File: config.mk
export PLATFORM = sky130hd
export DESIGN_NAME = mu_core
export DESIGN_NICKNAME = d
export VERILOG_FILES = /design/src/rtl/mu_pkg.sv /design/src/rtl/mu_reset_seq.sv /design/src/rtl/mu_mailbox.sv /design/src/rtl/mu_side_regs.sv /design/src/rtl/mu_core.sv
export SDC_FILE = /design/constraint.sdc
export NUM_CORES = 1
export LEC_CHECK = 0
export BUFFER_PORTS_ARGS = -buffer_cell sky130_fd_sc_hd__buf_2
export CAP_MARGIN = 20
export CORE_ASPECT_RATIO = 0.5
export CORE_UTILIZATION = 45
export CTS_BUF_LIST = sky130_fd_sc_hd__clkbuf_4 sky130_fd_sc_hd__clkbuf_8
export CTS_CLUSTER_DIAMETER = 120
export DETAILED_ROUTE_END_ITERATION = 10
export GPL_ROUTABILITY_DRIVEN = 0
export MAX_ROUTING_LAYER = met4
export PLACE_DENSITY = 0.72
export SLEW_MARGIN = 25
export SYNTH_ARGS = -nofsm -noshare
export SYNTH_HDL_FRONTEND = slang
export SYNTH_SLANG_ARGS = --single-unit
File: constraint.sdc
create_clock -name clk -period 3.92 [get_ports clk]
set_input_delay 0.196 -clock clk [delete_from_list [all_inputs] [get_ports clk]]
set_output_delay 0.196 -clock clk [all_outputs]
set_load 0.02 [all_outputs]
File: src/rtl/mu_pkg.sv
package mu_pkg;
  // Channel count is fixed by the packed flag layout
  localparam int NCH      = 4;
  localparam int IDX_W    = 2;
  // Status word lanes
  localparam int GIP_LSB  = 28;
  localparam int RF_LSB   = 24;
  localparam int TE_LSB   = 20;
  localparam int BUSY_BIT = 7;
  // Control word lanes
  localparam int GIE_LSB  = 28;
  localparam int RIE_LSB  = 24;
  localparam int TIE_LSB  = 20;
  localparam int GIR_LSB  = 16;
  localparam int RST_BIT  = 5;

  // Channel n lives at the top of its group, channel 3 at the bottom
  function automatic int lane(input int lsb, input int n);
    return lsb + NCH - 1 - n;
  endfunction
endpackage

File: src/rtl/mu_reset_seq.sv
module mu_reset_seq #(
  parameter int RST_CYCLES = 4
) (
  input  logic clk,
  input  logic rst_n,
  input  logic req,
  output logic busy,
  output logic clr
);
  localparam int CW = $clog2(RST_CYCLES + 1);
  logic [CW-1:0] cnt;

  always_ff @(posedge clk or negedge rst_n) begin
    if (!rst_n)          cnt <= '0;
    else if (req)        cnt <= CW'(RST_CYCLES);
    else if (cnt != '0)  cnt <= cnt - 1'b1;
  end

  assign busy = (cnt != '0);
  // The clear also acts on the accepting edge, so state is clean in every busy cycle
  assign clr  = busy | req;
endmodule

File: src/rtl/mu_mailbox.sv
module mu_mailbox
  import mu_pkg::*;
#(
  parameter int DW = 32
) (
  input  logic                           clk,
  input  logic                           rst_n,
  input  logic                           clr,
  input  logic [1:0]                     wr_en,
  input  logic [1:0][IDX_W-1:0]          wr_idx,
  input  logic [1:0][DW-1:0]             wdata,
  input  logic [1:0]                     rd_en,
  input  logic [1:0][IDX_W-1:0]          rd_idx,
  // full[d][n]: channel n travelling away from side d holds an unread word
  output logic [1:0][NCH-1:0]            full,
  output logic [1:0][NCH-1:0][DW-1:0]    slot
);
  always_ff @(posedge clk or negedge rst_n) begin
    if (!rst_n) begin
      full <= '0;
      slot <= '0;
    end else begin
      for (int d = 0; d < 2; d++) begin
        for (int n = 0; n < NCH; n++) begin
          if (clr) begin
            full[d][n] <= 1'b0;
          end else if (wr_en[d] && wr_idx[d] == IDX_W'(n)) begin
            // A write beats a same-cycle read of the far side
            full[d][n] <= 1'b1;
            slot[d][n] <= wdata[d];
          end else if (rd_en[1-d] && rd_idx[1-d] == IDX_W'(n)) begin
            full[d][n] <= 1'b0;
          end
        end
      end
    end
  end
endmodule

File: src/rtl/mu_side_regs.sv
module mu_side_regs
  import mu_pkg::*;
#(
  parameter int DW = 32
) (
  input  logic           clk,
  input  logic           rst_n,
  input  logic           clr,
  input  logic           busy,
  input  logic           ctrl_we,
  input  logic           stat_we,
  input  logic [DW-1:0]  wdata,
  input  logic [NCH-1:0] ring_in,
  input  logic [NCH-1:0] te,
  input  logic [NCH-1:0] rf,
  output logic [NCH-1:0] gir,
  output logic [NCH-1:0] gip,
  output logic           irq,
  output logic [DW-1:0]  stat_word,
  output logic [DW-1:0]  ctrl_word
);
  logic [NCH-1:0] gie, rie, tie;
  logic [NCH-1:0] gie_w, rie_w, tie_w, gir_w, w1c;

  always_comb begin
    for (int n = 0; n < NCH; n++) begin
      gie_w[n] = wdata[lane(GIE_LSB, n)];
      rie_w[n] = wdata[lane(RIE_LSB, n)];
      tie_w[n] = wdata[lane(TIE_LSB, n)];
      gir_w[n] = wdata[lane(GIR_LSB, n)];
      w1c[n]   = stat_we & wdata[lane(GIP_LSB, n)];
    end
  end

  always_ff @(posedge clk or negedge rst_n) begin
    if (!rst_n) begin
      gie <= '0; rie <= '0; tie <= '0; gir <= '0; gip <= '0;
    end else if (clr) begin
      gie <= '0; rie <= '0; tie <= '0; gir <= '0; gip <= '0;
    end else begin
      if (ctrl_we) begin
        gie <= gie_w;
        rie <= rie_w;
        tie <= tie_w;
      end
      // A request lives one cycle: the far side latches it at the next edge
      gir <= ctrl_we ? gir_w : '0;
      gip <= (gip & ~w1c) | ring_in;
    end
  end

  assign irq = |(gip & gie) | |(rf & rie) | |(te & tie);

  always_comb begin
    stat_word = '0;
    ctrl_word = '0;
    for (int n = 0; n < NCH; n++) begin
      stat_word[lane(GIP_LSB, n)] = gip[n];
      stat_word[lane(RF_LSB, n)]  = rf[n];
      stat_word[lane(TE_LSB, n)]  = te[n];
      ctrl_word[lane(GIE_LSB, n)] = gie[n];
      ctrl_word[lane(RIE_LSB, n)] = rie[n];
      ctrl_word[lane(TIE_LSB, n)] = tie[n];
      ctrl_word[lane(GIR_LSB, n)] = gir[n];
    end
    stat_word[BUSY_BIT] = busy;
  end
endmodule

File: src/rtl/mu_core.sv
module mu_core
  import mu_pkg::*;
#(
  parameter int DW         = 32,
  parameter int AW         = 4,
  parameter int RST_CYCLES = 4
) (
  input  logic          clk,
  input  logic          rst_n,
  input  logic          a_wr_en,
  input  logic          a_rd_en,
  input  logic [AW-1:0] a_addr,
  input  logic [DW-1:0] a_wdata,
  output logic [DW-1:0] a_rdata,
  output logic          a_irq,
  input  logic          b_wr_en,
  input  logic          b_rd_en,
  input  logic [AW-1:0] b_addr,
  input  logic [DW-1:0] b_wdata,
  output logic [DW-1:0] b_rdata,
  output logic          b_irq
);
  localparam logic [AW-1:0] RX_BASE = AW'(NCH);
  localparam logic [AW-1:0] ST_ADDR = AW'(2 * NCH);
  localparam logic [AW-1:0] CT_ADDR = AW'(2 * NCH + 1);

  logic [1:0]                  wr_v, rd_v, irq_v;
  logic [1:0][AW-1:0]          addr_v;
  logic [1:0][DW-1:0]          wdata_v, rdata_v;
  logic [1:0]                  tx_we, rx_re, st_we, ct_we;
  logic [1:0][IDX_W-1:0]       idx_v;
  logic [1:0][NCH-1:0]         full_v, gir_v, gip_v;
  logic [1:0][NCH-1:0][DW-1:0] slot_v;
  logic [1:0][DW-1:0]          stat_v, ctrl_v;
  logic                        rst_req, busy, clr;

  assign wr_v    = {b_wr_en, a_wr_en};
  assign rd_v    = {b_rd_en, a_rd_en};
  assign addr_v  = {b_addr, a_addr};
  assign wdata_v = {b_wdata, a_wdata};
  assign a_rdata = rdata_v[0];
  assign b_rdata = rdata_v[1];
  assign a_irq   = irq_v[0];
  assign b_irq   = irq_v[1];

  assign rst_req = |(ct_we & {b_wdata[RST_BIT], a_wdata[RST_BIT]});

  mu_reset_seq #(.RST_CYCLES(RST_CYCLES)) rst_seq_i (
    .clk(clk), .rst_n(rst_n), .req(rst_req), .busy(busy), .clr(clr)
  );

  mu_mailbox #(.DW(DW)) mbox_i (
    .clk(clk), .rst_n(rst_n), .clr(clr),
    .wr_en(tx_we), .wr_idx(idx_v), .wdata(wdata_v),
    .rd_en(rx_re), .rd_idx(idx_v),
    .full(full_v), .slot(slot_v)
  );

  for (genvar s = 0; s < 2; s++) begin : g_side
    logic in_tx, in_rx;
    assign idx_v[s]  = addr_v[s][IDX_W-1:0];
    assign in_tx     = addr_v[s] < RX_BASE;
    assign in_rx     = (addr_v[s] >= RX_BASE) && (addr_v[s] < ST_ADDR);
    assign tx_we[s]  = wr_v[s] && !busy && in_tx;
    assign rx_re[s]  = rd_v[s] && !busy && in_rx;
    assign st_we[s]  = wr_v[s] && !busy && (addr_v[s] == ST_ADDR);
    assign ct_we[s]  = wr_v[s] && !busy && (addr_v[s] == CT_ADDR);

    mu_side_regs #(.DW(DW)) regs_i (
      .clk(clk), .rst_n(rst_n), .clr(clr), .busy(busy),
      .ctrl_we(ct_we[s]), .stat_we(st_we[s]), .wdata(wdata_v[s]),
      .ring_in(gir_v[1-s]), .te(~full_v[s]), .rf(full_v[1-s]),
      .gir(gir_v[s]), .gip(gip_v[s]), .irq(irq_v[s]),
      .stat_word(stat_v[s]), .ctrl_word(ctrl_v[s])
    );

    always_comb begin
      rdata_v[s] = '0;
      if (rd_v[s]) begin
        if (in_rx)                         rdata_v[s] = slot_v[1-s][idx_v[s]];
        else if (addr_v[s] == ST_ADDR)     rdata_v[s] = stat_v[s];
        else if (addr_v[s] == CT_ADDR)     rdata_v[s] = ctrl_v[s];
      end
    end
  end
endmodule

* Word level (Yosys, flattened, before mapping)
Cells that the tools add are included.
** Storage, ports and cells
- Bits in registers :: 307
- Input bits :: 78
- Output and inout port bits :: 66
** Cells by class
- Add/sub/neg operators :: 1
- $lt $le $gt $ge :: 8
- Equal/unequal tests :: 10
- Mux-type cells :: 56
- Bitwise gates (word level) :: 29
- Reductions and logical operators :: 60
** Operator list (number)
- $mux 32 :: 10
- $bmux 32 s2 :: 2
- $mux 4 :: 18
- $and 4x4->4 :: 8
- $logic_and 1x1->1 :: 30
- $reduce_bool 3->1 :: 9
- $mux 1 :: 24
- $reduce_or 4->1 :: 6
- $eq 4x4->1 const B :: 4
- $not 4->4 :: 4
- $reduce_and 2->1 :: 8
- $and 1x1->1 :: 8
- $eq 2x2->1 const B :: 4
- $ge 4x3->1 const B :: 2
- $lt 4x3->1 const B :: 2
- $lt 4x4->1 const B :: 2
- $or 4x4->4 :: 2
- $lt 2x3->1 const B :: 2
- $mux 3 :: 2
- $reduce_bool 2->1 :: 3
- $or 1x1->1 :: 5
- $eq 2x1->1 const B :: 2
- $logic_not 2->1 :: 2
- $sub 3x1->3 const B :: 1
- 4 further kinds :: 4

* Logic depth before layout (Yosys ltp)
- Depth in word-level cells :: 9
- Mapped depth :: 9
- Mapped depth without buffers :: 6

* Cells and area by module
A second synthesis with hierarchy kept.
** Second synthesis, totals
- Cell total of the unflattened synthesis :: 1237
- Area, all modules :: 16069.2 um^2
** By module, submodules not included
- mu_mailbox :: instances 1, cells each 576, area each 10000.8 um^2, sequential area each 6606.3 um^2
- mu_core :: instances 1, cells each 396, area each 3442.1 um^2, sequential area each 0.0 um^2
- mu_side_regs :: instances 2, cells each 124, area each 1219.9 um^2, sequential area each 500.5 um^2
- mu_reset_seq :: instances 1, cells each 17, area each 186.4 um^2, sequential area each 75.1 um^2

* Least setup slack after synthesis
No wires, ideal clock.
- Path kind :: register to register
- From :: register rst_seq_i.cnt[0]
- To :: register mbox_i.slot[100] (netlist bit)
- Setup time :: 0.125 ns
- Data arrival time :: 2.052 ns
- Required time :: 3.795 ns
- Slack :: 1.743 ns
- Stages on the path, launching flop included :: 10
- Buffers on the path :: 3
- Period minus slack after synthesis :: 2.177 ns
- Cells stage by stage :: dfrtp_1 inv_1 ha_1 nand2b_1 buf_2 nor4b_4 and3b_1 clkbuf_2 buf_4 mux2_2
** Between the ends
- Word-level cells in the longest chain between the ends :: 9
** Ends and longest elaborated chain
- start, declared :: line mu_reset_seq.sv:11 : logic [CW-1:0] cnt;
- start signal, assigned :: line mu_reset_seq.sv:15 : else if (req) cnt <= CW'(RST_CYCLES);
- start signal, assigned :: line mu_reset_seq.sv:16 : else if (cnt != '0) cnt <= cnt - 1'b1;
- $reduce_bool 3->1 * :: line mu_reset_seq.sv:19 : assign busy = (cnt != '0);
- $logic_not 1->1 :: line mu_core.sv:64, mu_core.sv:67
- $logic_and 1x1->1, on equally long branches :: line mu_core.sv:64, mu_core.sv:67
- $logic_and 1x1->1 :: line mu_core.sv:67 : assign ct_we[s] = wr_v[s] && !busy && (addr_v[s] == CT_ADDR);
- $and 2x2->2 :: line mu_core.sv:46 : assign rst_req = |(ct_we & {b_wdata[RST_BIT], a_wdata[RST_BIT]});
- $reduce_or 2->1 :: line mu_core.sv:46
- $or 1x1->1 :: line mu_reset_seq.sv:21 : assign clr = busy | req;
- $not 1->1 (no line)
- $reduce_and 2->1 (no line) *
- end signal, assigned by index :: line mu_mailbox.sv:30 : slot[d][n] <= wdata[d];
- end, declared :: line mu_mailbox.sv:16 : output logic [1:0][NCH-1:0][DW-1:0] slot
Mark *: on every way between the ends. The rest lies on a longest branch, timed or not.
A chain may end at the register's enable or synchronous reset.

* Final worst setup path
- From :: register rst_seq_i.cnt[0]
- To :: register mbox_i.slot[133] (netlist bit)
** Between the ends
- Word-level cells in the longest chain between the ends :: 9
** Ends and longest elaborated chain (line)
- $reduce_bool 3->1 * :: mu_reset_seq.sv:19
- $logic_not 1->1 :: mu_core.sv:64, mu_core.sv:67
- $logic_and 1x1->1, on equally long branches :: mu_core.sv:67, mu_core.sv:64
- $logic_and 1x1->1 :: mu_core.sv:67
- $and 2x2->2 :: mu_core.sv:46
- $reduce_or 2->1 :: mu_core.sv:46
- $or 1x1->1 :: mu_reset_seq.sv:21
- $not 1->1 (no line)
- $reduce_and 2->1 (no line) *
Marks and branches as above.

==> impl_summary.log <==
[metrics] run status: finished, final reports clean
[metrics] vertical extent of the die: 127 um
[metrics] number of nets in the synthesized netlist: 1092
[metrics] leading cell type in the layout, fill and taps excluded: sky130_fd_sc_hd__dfrtp_1
[metrics] core region area: 0.0306 mm2
[metrics] VDD IR max: 0.281 mV
[metrics] startpoint-to-endpoint class of the critical path: reg2reg
[metrics] routed vias/inst: 5.74
[metrics] number of gates given a new drive strength after cts: 0
[metrics] #FFs+latches synth: 307
[metrics] average wire per cell in the routed design: 21.7 um
[metrics] antenna violations before repair: 0
[metrics] horizontal die dimension: 253 um
[metrics] Antenna diodes: 0
[metrics] power share of the combinational group: 20.4%
[metrics] data arrival at the endpoint of the critical path: 3.24 ns
[metrics] share of post-route cells with drive strength above 1: 46.3%
[metrics] post-layout worst setup margin: 1.13 ns
[metrics] Filler Cell Count: 2512
[metrics] I/O pin count: 144
[metrics] Die Outline Area: 0.0322 mm2
[metrics] first drt pass iteration count: 7
[metrics] Reg2Reg Depth: 7
[metrics] clock transition at the registers of the reported paths: 0.06 ns
[metrics] Cell Rows: 45
[metrics] clock latency reported for the late side of the worst-skew pair: 0.59 ns
[metrics] Switch Pwr: 0.00244 W
[metrics] portion of the post-synthesis area used by sequential elements: 54.2%
[metrics] Final setup violation count: 0
[metrics] maxcap violations: 0
[metrics] Crit. End Element: flop
[metrics] remaining max-slew budget at the tightest pin: 32.3%
[metrics] buffers from clock root to sink, at most: 3
[metrics] wire length of the first global-routing pass: 57.6 mm
[metrics] setup_tns: 0 ns
[metrics] remaining antenna violation count after routing: 0
[metrics] detailed router's first-iteration violation count: 982
[metrics] vias after detailed routing: 9630
[metrics] leakage component of the power: 8.17 nW
[metrics] Max FO, Critical Path: 21
[metrics] global-route usage over all layers: 24.0%
[metrics] worst setup slack after placement: 1.12 ns
[metrics] startpoint type of the worst setup path: flop
[metrics] maximum clock skew at final layout: 0.0194 ns
[metrics] measured slew at the worst slew-check pin: 1.01 ns
[metrics] capture point of the worst reg-to-reg path: mbox_i.slot[133]$_DFFE_PN0P_
[metrics] sum of routed wire length over all layers: 36.5 mm
[metrics] H-tree depth: 2
[metrics] share of the synthesized area in the top cell type: 54.2%
[metrics] Max Clock Freq: 359 MHz
[metrics] path category of the worst min-delay check: in2reg
[metrics] ratio of final minimum period to clock period: 71.1%
[metrics] dominant cells by area after synthesis: sky130_fd_sc_hd__dfrtp_1, sky130_fd_sc_hd__mux2_2, sky130_fd_sc_hd__mux4_2
[metrics] via count of the first global-routing pass: 10206
[metrics] Endpoint, Worst Hold: mbox_i.full[4]$_DFFE_PN0P_
[metrics] share of power burned in registers: 47.7%
[metrics] TritonCTS sink count: 307
[metrics] library cells used by synthesis: 42
[metrics] Syn. warnings: 0
[metrics] RSZ-0062 raised after global routing: false
[metrics] largest area contributor in the synthesized netlist: sky130_fd_sc_hd__dfrtp_1
[metrics] cell chosen for the clock root: sky130_fd_sc_hd__clkbuf_8
[metrics] clock tree from TritonCTS: built
[metrics] crit path time final: 2.79 ns
[metrics] commonest cells after routing, fill and taps aside: sky130_fd_sc_hd__dfrtp_1, sky130_fd_sc_hd__mux2_2, sky130_fd_sc_hd__buf_2
[metrics] pins over their slew limit: 0
[metrics] launch point of the worst hold path: b_addr[2]
[metrics] total area of sequential cells: 0.00768 mm2
[metrics] Worst R2R Start: rst_seq_i.cnt[0]$_DFFE_PN0P_
[metrics] post-synthesis cell area: 0.0142 mm2
[metrics] Fin. Hold Viols: 0
[metrics] critical path data required time: 4.37 ns
[metrics] internal power contribution: 0.00686 W
[metrics] TritonCTS buffer count: 45
[metrics] Power per Cell Area: 546 mW/mm2
[metrics] largest net degree at the start of global routing: 113
[metrics] setup slack, reg-to-reg: 1.13 ns
[metrics] residual DRC count: 0
[metrics] Clock power frac: 31.8%
[metrics] number of port buffers: 143
[metrics] Syn Area/Cell: 14.0 um2
[metrics] total gr overflow: 0
[metrics] number of instances in the synthesized netlist: 1012
[metrics] starting density of the core: 46.3%
[metrics] area of combinational cells with multiple inputs: 0.00613 mm2
[metrics] Final nets: 1299
[metrics] hold path depth: 4
[metrics] post-CTS setup buffer count: 0
[metrics] Switching Fraction: 26.2%
[metrics] area added between synthesis and finish: 20.2%
[metrics] placed wire-length estimate after detailed placement: 23.8 mm
## cells in the mapped netlist, drive strengths merged
cell    count
nand4      11
o21ai      16
a221oi      6
ha          2
nor2b      25
nand3      14
o21a        2
a21boi      2
mux4       64
dfrtp     307
a21oi      39
o41ai       1
a211oi      1
a22o        4
nor3        1
and2       15
nor4b       4
or4b        1
nor2       15
nand2b      2
a211o       1
a22oi      16
or3b        1
a31oi       1
xnor2       1
a32o        4
mux2      256
and3b       2
and4bb      2
clkbuf     31
o31ai       2
nand2      69
buf        43
inv        11
a222oi     13
and3       27
## power groups by stage
| stage | registers [W] | logic, W | clock network, W |
|---|---|---|---|
| 2_1_floorplan | 0.00433 | 0.00140 | 0 |
| 3_3_place_gp | 0.00441 | 0.00175 | 0 |
| 3_5_place_dp | 0.00449 | 0.00185 | 0 |
| 4_1_cts | 0.00443 | 0.00191 | 0.00302 |
| 5_1_grt | 0.00454 | 0.00205 | 0.00316 |
| 6_report | 0.00444 | 0.00190 | 0.00296 |
## layer usage
| metal | up-vias | GRT usage, % | wire length (um) |
|---|---|---|---|
| li1 | 4183 | - | - |
| met1 | 5054 | 32.1 | 16000 |
| met2 | 316 | 37.6 | 17300 |
| met3 | 77 | 3.65 | 2140 |
| met4 | 0 | 8.27 | 947 |
| met5 | - | - | 0 |
## how the worst max path moves through the flow
stage,slack (ns),from,endpoint,cells past startpoint
floorplan,1.74,rst_seq_i.cnt[0]$_DFFE_PN0P_,mbox_i.slot[100]$_DFFE_PN0P_,9
global placement,1.26,a_addr[0],mbox_i.slot[97]$_DFFE_PN0P_,6
detailed placement,1.12,rst_seq_i.cnt[0]$_DFFE_PN0P_,mbox_i.slot[153]$_DFFE_PN0P_,7
CTS,1.11,rst_seq_i.cnt[0]$_DFFE_PN0P_,mbox_i.slot[133]$_DFFE_PN0P_,7
global route,0.98,rst_seq_i.cnt[0]$_DFFE_PN0P_,mbox_i.slot[157]$_DFFE_PN0P_,7
finish,1.13,rst_seq_i.cnt[0]$_DFFE_PN0P_,mbox_i.slot[133]$_DFFE_PN0P_,7
## repair_timing
item	CTS	global route
endpoints found under the setup margin	0	0
endpoints found under the hold margin	368	0
hold buffers	66	0
## area by class of cell
type / count / area share (%)
Multi-Input combinational cell: 620 / 36.0
Tap cell: 423 / 3.11
Inverter: 11 / 0.242
Sequential cell: 307 / 45.1
Clock buffer: 76 / 5.48
Timing Repair Buffer: 234 / 9.32
Clock inverter: 8 / 0.735
## sequential cells by signal (all words and copies together), names as in the netlist
register and flops:
g_side.regs_i.gie 8, g_side.regs_i.gip 8, g_side.regs_i.gir 8, g_side.regs_i.rie 8
g_side.regs_i.tie 8, mbox_i.full 8, mbox_i.slot 256, rst_seq_i.cnt 3
## critical path, stage by stage, from the launching register on
cell and delay, ns:
sky130_fd_sc_hd__dfrtp_1 0.37, sky130_fd_sc_hd__inv_1 0.11, sky130_fd_sc_hd__ha_1 0.20, sky130_fd_sc_hd__nand2b_1 0.12, sky130_fd_sc_hd__nor4b_4 0.52, sky130_fd_sc_hd__nand3_2 0.64
sky130_fd_sc_hd__buf_4 0.41, sky130_fd_sc_hd__mux2_2 0.28
## cell families (layout without fill, tap and decap cells)
logic type	Yosys count	count (layout)	synth area share [%]
muxes	320	320	30.5
buffers and inverters	85	329	2.66
and+or+nand+nor	189	189	7.22
DFF	307	307	54.2
AOI/OAI and AO/OA	108	108	5.15
adders and majority gates	2	2	0.177
xor gates and xnor gates	1	1	0.0618
## metrics by stage
| stage | hold slack (ns) | cell area (um2) | cells | utilization (%) | power (W) |
|---|---|---|---|---|---|
| 2_1_floorplan | -0.0996 | 14200 | 1012 | - | 0.00573 |
| 3_3_place_gp | 0.255 | 15300 | 1529 | 50.0 | 0.00616 |
| 3_5_place_dp | 0.262 | 15300 | 1529 | 50.0 | 0.00635 |
| 4_1_cts | 0.00427 | 17000 | 1679 | 55.6 | 0.00936 |
| 5_1_grt | 0.0560 | 17000 | 1679 | 55.6 | 0.00975 |
| 6_report | 0.0402 | 17000 | 1679 | 55.6 | 0.00930 |
(Power assumes the default switching activity.)
